===== config.mk =====
export PLATFORM = sky130hd
export DESIGN_NAME = dsp_ptr_file
export DESIGN_NICKNAME = d
export VERILOG_FILES = /design/src/rtl/ptr_file_pkg.sv /design/src/rtl/pf_reg_array.sv /design/src/rtl/pf_settle_track.sv /design/src/rtl/dsp_ptr_file.sv
export SDC_FILE = /design/constraint.sdc
export NUM_CORES = 1
export LEC_CHECK = 0
export ABC_AREA = 0
export BUFFER_PORTS_ARGS = -buffer_cell sky130_fd_sc_hd__buf_2
export CAP_MARGIN = 20
export CORE_ASPECT_RATIO = 1.25
export CORE_UTILIZATION = 53
export DETAILED_ROUTE_END_ITERATION = 10
export PLACE_DENSITY = 0.77
export SLEW_MARGIN = 5
export SYNTH_ARGS = -nofsm -noshare
export SYNTH_HDL_FRONTEND = slang
export SYNTH_SLANG_ARGS = --single-unit
export TNS_END_PERCENT = 5

===== constraint.sdc =====
create_clock -name clk -period 1.2 [get_ports clk]
set_input_delay 0.06 -clock clk [delete_from_list [all_inputs] [get_ports clk]]
set_output_delay 0.06 -clock clk [all_outputs]
set_load 0.05 [all_outputs]

===== src/rtl/ptr_file_pkg.sv =====
package ptr_file_pkg;

    typedef enum logic [1:0] {
        CLS_PTR  = 2'd0,
        CLS_OFS  = 2'd1,
        CLS_MOD  = 2'd2,
        CLS_NONE = 2'd3
    } reg_cls_e;

    localparam int NUM_CLS = 3;

    // Reset value of one bank: modifiers come up as all ones.
    function automatic logic bank_resets_high(input int cls);
        return cls == int'(CLS_MOD);
    endfunction

    // Counter width needed to hold a settle count of lat-1.
    function automatic int settle_width(input int lat);
        return (lat > 2) ? $clog2(lat) : 1;
    endfunction

endpackage


===== src/rtl/pf_reg_array.sv =====
module pf_reg_array #(
    parameter int          NREG    = 4,
    parameter int          DW      = 16,
    parameter logic [DW-1:0] RST_VAL = '0,
    localparam int         IW      = $clog2(NREG)
) (
    input  logic                     clk,
    input  logic                     rst,
    input  logic                     bus_we,
    input  logic [IW-1:0]            bus_idx,
    input  logic [DW-1:0]            bus_data,
    input  logic                     a_we,
    input  logic [IW-1:0]            a_idx,
    input  logic [DW-1:0]            a_data,
    input  logic                     b_we,
    input  logic [IW-1:0]            b_idx,
    input  logic [DW-1:0]            b_data,
    output logic [NREG-1:0][DW-1:0]  q
);

    for (genvar i = 0; i < NREG; i++) begin : g_ent
        // Priority per entry: host bus, then primary, then secondary.
        always_ff @(posedge clk) begin
            if (rst) begin
                q[i] <= RST_VAL;
            end else if (bus_we && bus_idx == IW'(i)) begin
                q[i] <= bus_data;
            end else if (a_we && a_idx == IW'(i)) begin
                q[i] <= a_data;
            end else if (b_we && b_idx == IW'(i)) begin
                q[i] <= b_data;
            end
        end
    end

endmodule


===== src/rtl/pf_settle_track.sv =====
module pf_settle_track
    import ptr_file_pkg::*;
#(
    parameter int NREG = 4,
    parameter int LAT  = 2,
    localparam int IW  = $clog2(NREG),
    localparam int CW  = settle_width(LAT)
) (
    input  logic            clk,
    input  logic            rst,
    input  logic            set_en,
    input  logic [IW-1:0]   set_idx,
    output logic [NREG-1:0] pend
);

    localparam logic [CW-1:0] LOAD = CW'(LAT - 1);

    for (genvar i = 0; i < NREG; i++) begin : g_cnt
        logic [CW-1:0] cnt_q;

        always_ff @(posedge clk) begin
            if (rst) begin
                cnt_q <= '0;
            end else if (set_en && set_idx == IW'(i)) begin
                cnt_q <= LOAD;
            end else if (cnt_q != '0) begin
                cnt_q <= cnt_q - 1'b1;
            end
        end

        assign pend[i] = (cnt_q != '0);
    end

endmodule


===== src/rtl/dsp_ptr_file.sv =====
module dsp_ptr_file
    import ptr_file_pkg::*;
#(
    parameter int NREG     = 4,
    parameter int DW       = 16,
    parameter int MOVE_LAT = 2,
    parameter int SEC_BASE = 2,
    localparam int IW      = $clog2(NREG)
) (
    input  logic           clk,
    input  logic           rst,
    input  logic           bus_wr_en,
    input  logic [1:0]     bus_wr_cls,
    input  logic [IW-1:0]  bus_wr_idx,
    input  logic [DW-1:0]  bus_wr_data,
    input  logic [1:0]     bus_rd_cls,
    input  logic [IW-1:0]  bus_rd_idx,
    output logic [DW-1:0]  bus_rd_data,
    input  logic           upd_req,
    input  logic [IW-1:0]  upd_idx,
    output logic [DW-1:0]  upd_ptr,
    output logic [DW-1:0]  upd_ofs,
    output logic [DW-1:0]  upd_mod,
    output logic           upd_hazard,
    input  logic           wb_en,
    input  logic [IW-1:0]  wb_idx,
    input  logic [DW-1:0]  wb_data,
    input  logic           sec_req,
    input  logic           sec_sel,
    output logic [DW-1:0]  sec_ptr,
    output logic           sec_hazard,
    input  logic           sec_wb_en,
    input  logic           sec_wb_sel,
    input  logic [DW-1:0]  sec_wb_data
);

    logic [NUM_CLS-1:0][NREG-1:0][DW-1:0] bank_q;
    logic [NUM_CLS-1:0][NREG-1:0]         pend;
    logic [NUM_CLS-1:0]                   cls_we;
    logic [IW-1:0]                        sec_rd_idx;
    logic [IW-1:0]                        sec_wr_idx;
    logic                                 bus_hits_any;

    assign sec_rd_idx = IW'(SEC_BASE) + IW'(sec_sel);
    assign sec_wr_idx = IW'(SEC_BASE) + IW'(sec_wb_sel);

    for (genvar c = 0; c < NUM_CLS; c++) begin : g_cls
        localparam logic [DW-1:0] RV = bank_resets_high(c) ? '1 : '0;

        assign cls_we[c] = bus_wr_en && (bus_wr_cls == 2'(c));

        if (c == int'(CLS_PTR)) begin : g_ptr
            pf_reg_array #(.NREG(NREG), .DW(DW), .RST_VAL(RV)) u_bank (
                .clk(clk), .rst(rst),
                .bus_we(cls_we[c]), .bus_idx(bus_wr_idx), .bus_data(bus_wr_data),
                .a_we(wb_en), .a_idx(wb_idx), .a_data(wb_data),
                .b_we(sec_wb_en), .b_idx(sec_wr_idx), .b_data(sec_wb_data),
                .q(bank_q[c])
            );
        end else begin : g_aux
            pf_reg_array #(.NREG(NREG), .DW(DW), .RST_VAL(RV)) u_bank (
                .clk(clk), .rst(rst),
                .bus_we(cls_we[c]), .bus_idx(bus_wr_idx), .bus_data(bus_wr_data),
                .a_we(1'b0), .a_idx('0), .a_data('0),
                .b_we(1'b0), .b_idx('0), .b_data('0),
                .q(bank_q[c])
            );
        end

        pf_settle_track #(.NREG(NREG), .LAT(MOVE_LAT)) u_settle (
            .clk(clk), .rst(rst),
            .set_en(cls_we[c]), .set_idx(bus_wr_idx),
            .pend(pend[c])
        );
    end

    always_comb begin
        unique case (reg_cls_e'(bus_rd_cls))
            CLS_PTR: bus_rd_data = bank_q[CLS_PTR][bus_rd_idx];
            CLS_OFS: bus_rd_data = bank_q[CLS_OFS][bus_rd_idx];
            CLS_MOD: bus_rd_data = bank_q[CLS_MOD][bus_rd_idx];
            default: bus_rd_data = '0;
        endcase
    end

    assign upd_ptr = bank_q[CLS_PTR][upd_idx];
    assign upd_ofs = bank_q[CLS_OFS][upd_idx];
    assign upd_mod = bank_q[CLS_MOD][upd_idx];
    assign sec_ptr = bank_q[CLS_PTR][sec_rd_idx];

    // A move in the current cycle also counts as not yet usable.
    assign bus_hits_any = (cls_we != '0) && (bus_wr_idx == upd_idx);

    assign upd_hazard = upd_req && (bus_hits_any ||
                                    pend[CLS_PTR][upd_idx] ||
                                    pend[CLS_OFS][upd_idx] ||
                                    pend[CLS_MOD][upd_idx]);

    assign sec_hazard = sec_req && (pend[CLS_PTR][sec_rd_idx] ||
                                    (cls_we[CLS_PTR] && bus_wr_idx == sec_rd_idx));

endmodule


==> flow_summary.ini, run 1 <==
[status]
status = finished, violations left
violations = setup timing

[die]
die_h_um = 167.2
start_util = 0.5388
row_count = 60
io_pins = 151
die-width_um = 134.1
dieArea_sq_um = 22420
fp.coreArea_sq_um = 21470

[drt]
drt-wirelength-per-cell_um = 27.07
vias_per_cell = 7.105
drtIter0Drc = 1496
finalWirelength_um = 48610
antenna_left = 0
vias = 12760
drtPass1Iterations = 6
drc = 0

[cts]
cts_buffers = 21
clock-root-buffer = clkbuf_16
cts_setup_buffers = 0
tritoncts = built
clk_pin_slew_ns = 0.06
clkLatencyLatePin_ns = 0.52
cts.sinks = 204
cts-htree-levels = 1
clock_path_buffers = 3

[yosys]
muxShareOfSynthArea = 0.2302
avgSynthCellArea_sq_um = 10.03
ys_ff_latch = 204
synth_top_family_by_area = multiplexers
synth-xor-area-share = 0.001514
synthSimpleGateAreaFrac = 0.1406
synthAdderAreaFrac = 0
synth_area_leaders = dfxtp_1, mux4_2, a211o_1
synth_edf_count = 0
seq_area_frac_synth = 0.3531
synth.most_common_cell = dfxtp_1
synthCells = 1153
syn_area_sq_um = 11570
yosys.area.top_type = dfxtp_1
synthFlopType = dfxtp_1
synth_compound_area_frac = 0.2008
synth_top_area_frac = 0.3531
ys_async_sr_fraction = 0
yosysWarnings = 0
synthesis.nets = 1222
ys_types = 50
synth_common_cells = dfxtp_1, mux4_2, clkbuf_1

[timing]
tns_ns = -39.81
finClkSkew_ns = 0
slew_violations = 0
final-setup-viol-count = 82
relSlewSlack = 0.5887
worst_slack_ns = -0.7945
fin_crit_sh = 1.662
hold_slack_ns = 0.001483
tightestPinTransition_ns = 0.6169
timing.fmax_mhz = 501.4
hold_viol = 0
layout_min_cycle_time_ns = 1.995
rsz0062_at_grt = true

[final_layout]
drive_gt1_frac = 0.4393
area_delta_synth_final_pct = 42.95
nFillCells = 1271
fin_cells = 1796
nets = 1571

[worst_setup_path]
cp_data_arrival_time_ns = 1.93
start_kind = register
worstPathMaxFanout = 2
r2r_start = g_cls[0].g_ptr.u_bank.q[43]$_SDFFE_PP0P_
r2r_setup_slack_ns = 0.20
startpoint = g_cls[2].g_aux.u_bank.q[54]$_SDFFE_PP1P_
cp_data_required_time_ns = 1.14
reg2regPathDepth = 4
critPathKind = register to output pin
end_kind = output pin
r2r-end = g_cls[0].g_ptr.u_bank.q[43]$_SDFFE_PP0P_

[placement]
placedCellCount = 1718
dpl_worst_slack_ns = -0.4287
gp_congestion = 0.9453
place_hpwl_um = 30430
io_buffers = 150

[power_and_ir_drop]
power_uw = 18630
vdd_drop_max_v = 0.001006
power_density_nw_per_um2 = 1127
p_leak_uw = 0.006775

[global_route]
grt_max_degree = 69
antenna_found_initial = 1
overflow = 0
grt_pass1_wl_um = 75350
grt_pass1_vias = 13370
groute.usage.overall = 0.4375

[flow_run]
cap_violations = 0

[hold_path]
hold_end = g_cls[0].g_ptr.u_bank.q[51]$_SDFFE_PP0P_
worstHoldPathType = primary input to register
worstHoldStart = sec_wb_data[3]
hold_path_depth = 3
==> metal layers <==
metal | global-route usage | up-vias | part of all wire
met2 | 0.7094 | 1120 | 0.48
met4 | 0.3449 | 0 | 0.083
met3 | 0.1229 | 342 | 0.12
li1 | - | 5193 | -
met5 | 0 | - | 0
met1 | 0.4805 | 6105 | 0.32
==> critical path: stages (launching register included) <==
cell and delay, ns:
dfxtp_1 0.33, mux4_2 0.51, a22oi_2 0.30, nand2_2 0.11, buf_6 0.17
==> through the flow <==
stage	instance area (sq um)	utilization
4_1_cts	16510	0.7689
5_1_grt	16540	0.7702
3_3_place_gp	14760	0.6874
6_report	16540	0.7702
2_1_floorplan	11730	-
3_5_place_dp	14760	0.6874
==> flip-flops by register name, indices dropped and copies added (netlist names) <==
signal and count:
g_cls.g_aux.u_bank.q 128, g_cls.g_ptr.u_bank.q 64, g_cls.u_settle.g_cnt.cnt_q 12
==> cell usage in the layout, fill, tap and decap left out, types with 3 or more instances in the layout <==
cell type / synthesis / final
buf_4: 10 / 250
dfxtp_1: 204 / 182
mux4_2: 96 / 96
buf_6: 7 / 81
nand3_1: 65 / 65
buf_2: 46 / 65
and3_1: 64 / 64
a211o_1: 64 / 64
a21oi_1: 65 / 64
o21ai_0: 59 / 59
a211oi_1: 50 / 48
buf_12: 0 / 42
dlygate4sd3_1: 0 / 40
nor3_1: 37 / 37
inv_1: 34 / 34
o32ai_1: 32 / 32
mux2i_1: 32 / 32
nor2_1: 23 / 23
dfxtp_2: 0 / 22
clkbuf_16: 0 / 21
nand2_2: 5 / 20
nand2_1: 35 / 18
and3b_1: 18 / 17
a22oi_2: 0 / 16
mux2_2: 16 / 16
and4_1: 16 / 16
a221oi_1: 16 / 16
o31ai_1: 16 / 16
clkbuf_8: 0 / 8
o21ai_1: 5 / 5
nand3b_1: 3 / 3
nand2b_1: 3 / 3
bufinv_16: 0 / 3
clkinv_2: 0 / 3
==> what timing repair did <==
| action | 4_1_cts | 5_1_grt |
|---|---|---|
| hold endpoints to repair | 111 | 0 |
| pin swaps | 18 | 1 |
| resized for setup | 187 | 16 |
| setup endpoints to repair | 82 | 87 |
| hold buffers | 40 | 0 |
==> area by class of cell <==
class | instances | area, sq um | share of cell area
diodes | 1 | 2.502 | 0.0001513
clock buffers | 30 | 639.4 | 0.03867
clock inverters | 7 | 113.9 | 0.006886
inverters | 35 | 133.9 | 0.008096
multi-input cells | 761 | 6815 | 0.4122
flip-flops and latches | 204 | 4111 | 0.2486
well taps | 279 | 349.1 | 0.02111
repair buffers | 479 | 4370 | 0.2643
==> power by group <==
part	total [uW]	internal, uW	leakage (uW)	switching [uW]
clock	7260	4340	0.000376	2910
sequential	7150	6990	0.00167	157
combinational	4220	1820	0.00473	2400
total	18600	13200	0.00678	5470
==> cells by family (layout without fill, tap and decap cells) <==
kind of cell	Yosys count	count (layout)
buffers and inverters	188	551
AO/OA/AOI/OAI	330	330
flip-flops	204	204
AND/OR/NAND/NOR	285	285
multiplexers	144	144
XOR/XNOR	2	2
other	0	1
==> worst max-delay path by stage <==
stage / to / slack [ns]
after floorplan: bus_rd_data[11] / -0.04
after global placement: bus_rd_data[1] / -0.40
after detailed placement: bus_rd_data[1] / -0.43
after CTS: bus_rd_data[11] / -0.71
after global routing: bus_rd_data[0] / -0.82
final: bus_rd_data[6] / -0.79
Power figures use the tool's default switching activity.
==> inputs of run 2 (changes only) <==
Settings changed: BUFFER_PORTS_ARGS -buffer_cell sky130_fd_sc_hd__buf_2 to -buffer_cell sky130_fd_sc_hd__buf_4, SETUP_SLACK_MARGIN from default to 0.2.
==> run 2 against run 1 <==
  * The run ends with DRC, hold timing, setup timing left
  * Global-route usage decreased by 4.4 points
  * Non-clock buffer count down 56
  * Clock power decreased by 13%
  * Critical endpoint is now bus_rd_data[0]
==> flow_summary.ini, run 2 (synthesized netlist as in run 1, its figures left out) <==
[status]
status = finished, violations left
violations = DRC, hold timing, setup timing

[timing]
relSlewSlack = 0.6604
timing.fmax_mhz = 516.3
finClkSkew_ns = 0
slew_violations = 0
worst_slack_ns = -0.7370
hold_slack_ns = -0.005815
layout_min_cycle_time_ns = 1.937
tns_ns = -37.26
rsz0062_at_grt = true
fin_crit_sh = 1.614
final-setup-viol-count = 82
tightestPinTransition_ns = 0.5081
hold_viol = 3

[cts]
clkLatencyLatePin_ns = 0.50
tritoncts = built
clock-root-buffer = clkbuf_16
clock_path_buffers = 3
clk_pin_slew_ns = 0.06
cts-htree-levels = 1
cts_buffers = 21
cts.sinks = 204

[hold_path]
worstHoldPathType = primary input to register

[placement]
place_area_sq_um = 14760
placedCellCount = 1665
io_buffers = 150
place_hpwl_um = 29510
gp_congestion = 0.9392

[final_layout]
nFillCells = 1338
stdcell_area_sq_um = 16270
drive_gt1_frac = 0.4288
final_util = 0.7579
nets = 1515
area_delta_synth_final_pct = 40.68
top_register = g_cls.g_aux.u_bank.q
largest_register_ffs = 128
multi_input_area_sq_um = 6930
n_antenna_cell = 0
fin_cells = 1739
seqCellArea_sq_um = 4121
final_common_cell = buf_4
final_cell_mix = buf_4, dfxtp_1, mux4_2
top_regs = g_cls.g_aux.u_bank.q: 128 flops, g_cls.g_ptr.u_bank.q: 64 flops, g_cls.u_settle.g_cnt.cnt_q: 12 flops

[worst_setup_path]
end_kind = output pin
cp_data_arrival_time_ns = 1.88
critical_path_buf_inv_count = 1
cp_slowest_stage_delay_ns = 0.53
crit_family = multiplexers
critPathSlowestCell = mux4_2
critPathKind = register to output pin
cp_data_required_time_ns = 1.14
worstPathMaxFanout = 2
start_kind = register
path_cells = mux4_2 -> a22oi_2 -> nand2_4 -> buf_8

[drt]
drtIter0Drc = 1595
antenna_left = 0
vias_per_cell = 7.022
drt-wirelength-per-cell_um = 25.83
vias = 12210
drtPass1Iterations = 9
drc = 1
finalWirelength_um = 44910

[global_route]
overflow = 0
grt_max_degree = 99
antenna_found_initial = 0
groute.usage.overall = 0.3934
grt_pass1_vias = 12580
grt_pass1_wl_um = 68630

[die]
start_util = 0.5388
row_count = 60
die_h_um = 167.2
die-width_um = 134.1
dieArea_sq_um = 22420
io_pins = 151
fp.coreArea_sq_um = 21470

[power_and_ir_drop]
p_leak_uw = 0.006529
power_frac_comb = 0.234
p_sw_uw = 5278
pwr-share-clk = 0.358
power_frac_seq = 0.408
vdd_drop_max_v = 0.0009579
p_int_uw = 12310
p_sw_frac = 0.3002
power_density_nw_per_um2 = 1081

[flow_run]
cap_violations = 0
==> run 2: cell types whose count changed in the layout (fill, tap and decap cells not counted), sizes merged <==
cell         previous run  this run
bufinv                  3         1
inv                    36        35
clkinv                  3         5
clkbuf                 30        31
buf                   439       387
dlygate4sd3            40        36
diode                   1         0
==> run 2: layout make-up <==
cell class              count  share of cell area
flip-flops and latches    204              0.2533
repair buffers            423              0.2527
inverters                  35            0.008073
clock buffers              31             0.03521
well taps                 279             0.02145
clock inverters             6            0.003383
multi-input cells         761              0.4259
==> run 2: tightest hold or removal path, delay by kind of cell <==
kind                   cells  cell delay [ns]
AOI/OAI and AO/OA          2             0.31
buffers and inverters      1             0.09
==> run 2: worst paths after layout <==
path	startpoint	to	slack [ns]	cells after the start
setup / recovery	g_cls[2].g_aux.u_bank.q[48]$_SDFFE_PP1P_	bus_rd_data[0]	-0.74	4
hold / removal	sec_wb_data[15]	g_cls[0].g_ptr.u_bank.q[63]$_SDFFE_PP0P_	-0.006	3
setup reg to reg	g_cls[0].g_ptr.u_bank.q[36]$_SDFFE_PP0P_	g_cls[0].g_ptr.u_bank.q[36]$_SDFFE_PP0P_	0.24	3
hold reg to reg	g_cls[2].g_aux.u_bank.q[31]$_SDFFE_PP1P_	g_cls[2].g_aux.u_bank.q[31]$_SDFFE_PP1P_	0.47	1
==> run 2: power groups by stage <==
stage | logic, uW | registers, uW | clock network [uW]
after global placement | 3630 | 7280 | 0
after global routing | 4230 | 7180 | 6550
final | 4110 | 7170 | 6300
after CTS | 3930 | 7150 | 6240
after floorplan | 2190 | 7250 | 0
after detailed placement | 3680 | 7290 | 0
==> run 2: metrics by stage <==
stage,total power (uW),worst slack (ns)
after floorplan,9441,-0.02600
after global placement,10910,-0.3848
after detailed placement,10970,-0.3905
after CTS,17320,-0.7202
after global routing,17960,-0.7345
final,17580,-0.7370
==> run 2: metal layers <==
| layer | share of wire | vias up | global-route usage |
|---|---|---|---|
| met5 | 0 | - | 0 |
| met4 | 0.067 | 0 | 0.2618 |
| met3 | 0.11 | 235 | 0.07387 |
| met2 | 0.48 | 1039 | 0.6357 |
| met1 | 0.34 | 5876 | 0.4773 |
| li1 | - | 5062 | - |
==> run 2: timing repair <==
action	in CTS	in global routing
resized for setup	103	42
pin swaps	13	13
endpoints found under the setup margin	94	102
hold buffers	35	1
endpoints found under the hold margin	115	1
buffers inserted	0	1
==> inputs of run 3 (changes only) <==
Settings changed: CORE_UTILIZATION 53 to 54, SLEW_MARGIN 5 to default, SYNTH_HIERARCHICAL from default to 1.
==> run 3 against run 2 <==
  * Largest power group unchanged
  * Register-to-register slack worse by 0.04 ns
  * Via count increased by 17%
  * First-iteration DRC count is 1.5% lower
  * Area after synthesis grew 17%
  * Highest routed layer is now met5
  * The flow finishes with violations (slew limit, setup timing)
  * Count of clock-buffer cells in the layout up 6
  * Largest cell class unchanged
  * Non-clock buffer count is 10 higher
==> flow_summary.ini, run 3 <==
[placement]
dpl_worst_slack_ns = -0.4118
gp_congestion = 0.9558
place_hpwl_um = 35260
io_buffers = 150

[worst_setup_path]
cp_data_arrival_time_ns = 1.89
cp_data_required_time_ns = 1.14
critical_path_buf_inv_count = 1
r2r_start = g_cls[2].g_aux.u_bank/q[20]$_SDFFE_PP1P_
start_kind = register
path_cells = mux4_2 -> a22oi_2 -> nand2_2 -> buf_6
end_kind = output pin
critPathSlowestCell = mux4_2
r2r-end = g_cls[2].g_aux.u_bank/q[20]$_SDFFE_PP1P_
worstPathMaxFanout = 2
critPathKind = register to output pin
reg2regPathDepth = 3
crit_family = multiplexers
cp_slowest_stage_delay_ns = 0.58
r2r_setup_slack_ns = 0.20

[die]
fp.coreArea_sq_um = 24580
start_util = 0.5506
io_pins = 151
die_h_um = 179.0
row_count = 64
die-width_um = 143.6
dieArea_sq_um = 25710

[yosys]
synth-xor-area-share = 0.001294
synthAdderAreaFrac = 0
synthFlopType = dfxtp_1
muxShareOfSynthArea = 0.2677
syn_area_sq_um = 13540
yosysWarnings = 6
synth_edf_count = 0
yosys.area.top_type = dfxtp_1
synthCells = 1362
avgSynthCellArea_sq_um = 9.938
ys_ff_latch = 204
synth_common_cells = dfxtp_1, nand2_1, mux2i_1
ys_types = 51
ys_async_sr_fraction = 0
synth.most_common_cell = dfxtp_1
synthSimpleGateAreaFrac = 0.1409
seq_area_frac_synth = 0.3017
synth_top_family_by_area = multiplexers
synth_area_leaders = dfxtp_1, mux4_2, mux2i_1
synth_compound_area_frac = 0.2217
synth_top_area_frac = 0.3017

[final_layout]
drive_gt1_frac = 0.3398
final_common_cell = buf_4
top_register = g_cls.g_aux.u_bank/q
final_util = 0.7766
nets = 1956
top_regs = g_cls.g_aux.u_bank/q: 128 flops, g_cls.g_ptr.u_bank/q: 64 flops, g_cls.u_settle/g_cnt.cnt_q: 12 flops
final_cell_mix = buf_4, conb_1, dfxtp_1
nFillCells = 1617
area_delta_synth_final_pct = 41.04
largest_register_ffs = 128

[drt]
drtIter0Drc = 1571
finalWirelength_um = 52990
vias_per_cell = 6.403
vias = 14310
drc = 0
drt-wirelength-per-cell_um = 23.72
drtPass1Iterations = 8
antenna_left = 0

[cts]
tritoncts = built
clkLatencyLatePin_ns = 0.51
cts_buffers = 22
clock-root-buffer = clkbuf_16
clk_pin_slew_ns = 0.06
cts-htree-levels = 1
clock_path_buffers = 3
cts.sinks = 204

[timing]
fin_crit_sh = 1.621
timing.fmax_mhz = 514.0
rsz0062_at_grt = true
hold_slack_ns = 0.003718
finClkSkew_ns = 0
worst_slack_ns = -0.7454
hold_viol = 0
relSlewSlack = -1.324
slew_violations = 17
layout_min_cycle_time_ns = 1.945
tightestPinTransition_ns = 3.479
final-setup-viol-count = 82

[global_route]
groute.usage.overall = 0.4140
grt_pass1_wl_um = 79950
overflow = 0
grt_pass1_vias = 14280
grt_max_degree = 54
antenna_found_initial = 2

[power_and_ir_drop]
power_uw = 20650
p_leak_uw = 0.007551
vdd_drop_max_v = 0.0009994
power_density_nw_per_um2 = 1082

[hold_path]
hold_end = g_cls[0].g_ptr.u_bank/q[33]$_SDFFE_PP0P_
worstHoldPathType = primary input to register
hold_path_depth = 3
worstHoldStart = wb_data[1]

[status]
status = finished, violations left
violations = slew limit, setup timing

[flow_run]
cap_violations = 0
[run 3: cell types whose count changed after synthesis, moves of 46 or more]
| cell | change |
|---|---|
| and3_1 | -56 |
| mux2i_1 | +96 |
| a211o_1 | -64 |
| a21oi_1 | -64 |
| nor2b_1 | +47 |
| nand2_1 | +126 |
| o221ai_1 | +122 |
| a31oi_1 | +64 |
| o21ai_0 | +60 |
| a211oi_1 | -46 |
| nand3_1 | -62 |
[run 3: metal layers]
metal,routed length [um],track usage,vias to the layer above
li1,-,-,6201
met1,18630,0.4862,6814
met2,24610,0.6657,1013
met3,5731,0.08734,275
met4,4009,0.3081,2
met5,12,0,-
[run 3: final cells by class]
class / count / area (sq um) / share of cell area
multi-input combinational: 1223 / 9759 / 0.5112
sequential: 204 / 4113 / 0.2154
timing repair buffer: 433 / 4069 / 0.2131
clock buffer: 37 / 688.2 / 0.03605
tap: 330 / 412.9 / 0.02163
clock inverter: 1 / 30.03 / 0.001573
inverter: 3 / 11.26 / 0.0005899
antenna: 3 / 7.507 / 0.0003932
[run 3: through the flow]
| stage | instances | setup TNS, ns | area, sq um |
|---|---|---|---|
| after detailed placement | 2149 | -40.85 | 17420 |
| final | 2234 | -39.27 | 19090 |
| after global routing | 2232 | -40.61 | 19090 |
| after global placement | 2149 | -36.50 | 17420 |
| after floorplan | 1592 | -18.33 | 14620 |
| after CTS | 2230 | -38.72 | 18940 |
[run 3: how the worst max path moves through the flow]
stage | start | end | depth (start not counted)
2_1_floorplan | bus_wr_cls[0] | g_cls[1].g_aux.u_bank/q[62]$_SDFFE_PP0P_ | 7
3_3_place_gp | bus_rd_idx[0] | bus_rd_data[10] | 7
3_5_place_dp | bus_rd_idx[0] | bus_rd_data[10] | 7
4_1_cts | g_cls[2].g_aux.u_bank/q[50]$_SDFFE_PP1P_ | bus_rd_data[2] | 4
5_1_grt | g_cls[2].g_aux.u_bank/q[62]$_SDFFE_PP1P_ | bus_rd_data[14] | 4
6_report | g_cls[2].g_aux.u_bank/q[58]$_SDFFE_PP1P_ | bus_rd_data[10] | 4
[run 3: cell families after synthesis]
| logic type | count (synthesis) |
|---|---|
| compound gates | 406 |
| simple gates | 343 |
| mux | 240 |
| flops | 204 |
| buf+inv | 165 |
| xor+xnor | 2 |
| other cells | 2 |
[run 3: worst reg2reg max path, stage by stage (launching register included)]
cell and delay, ns:
dfxtp_1 0.32, buf_4 0.14, a221oi_1 0.30, o21ai_1 0.12
[run 3: power by group]
| part | switching (uW) | total [uW] | internal [uW] |
|---|---|---|---|
| sequential | 315 | 7550 | 7240 |
| combinational | 3420 | 6170 | 2750 |
| clock | 2840 | 6920 | 4090 |
| total | 6570 | 20600 | 14100 |
[run 3: repair_timing]
action	CTS	global route
resized for setup	102	48
hold buffers	42	0
endpoints found under the setup margin	84	114
hold endpoints to repair	113	0
buffers inserted	1	0
pin swaps	13	8
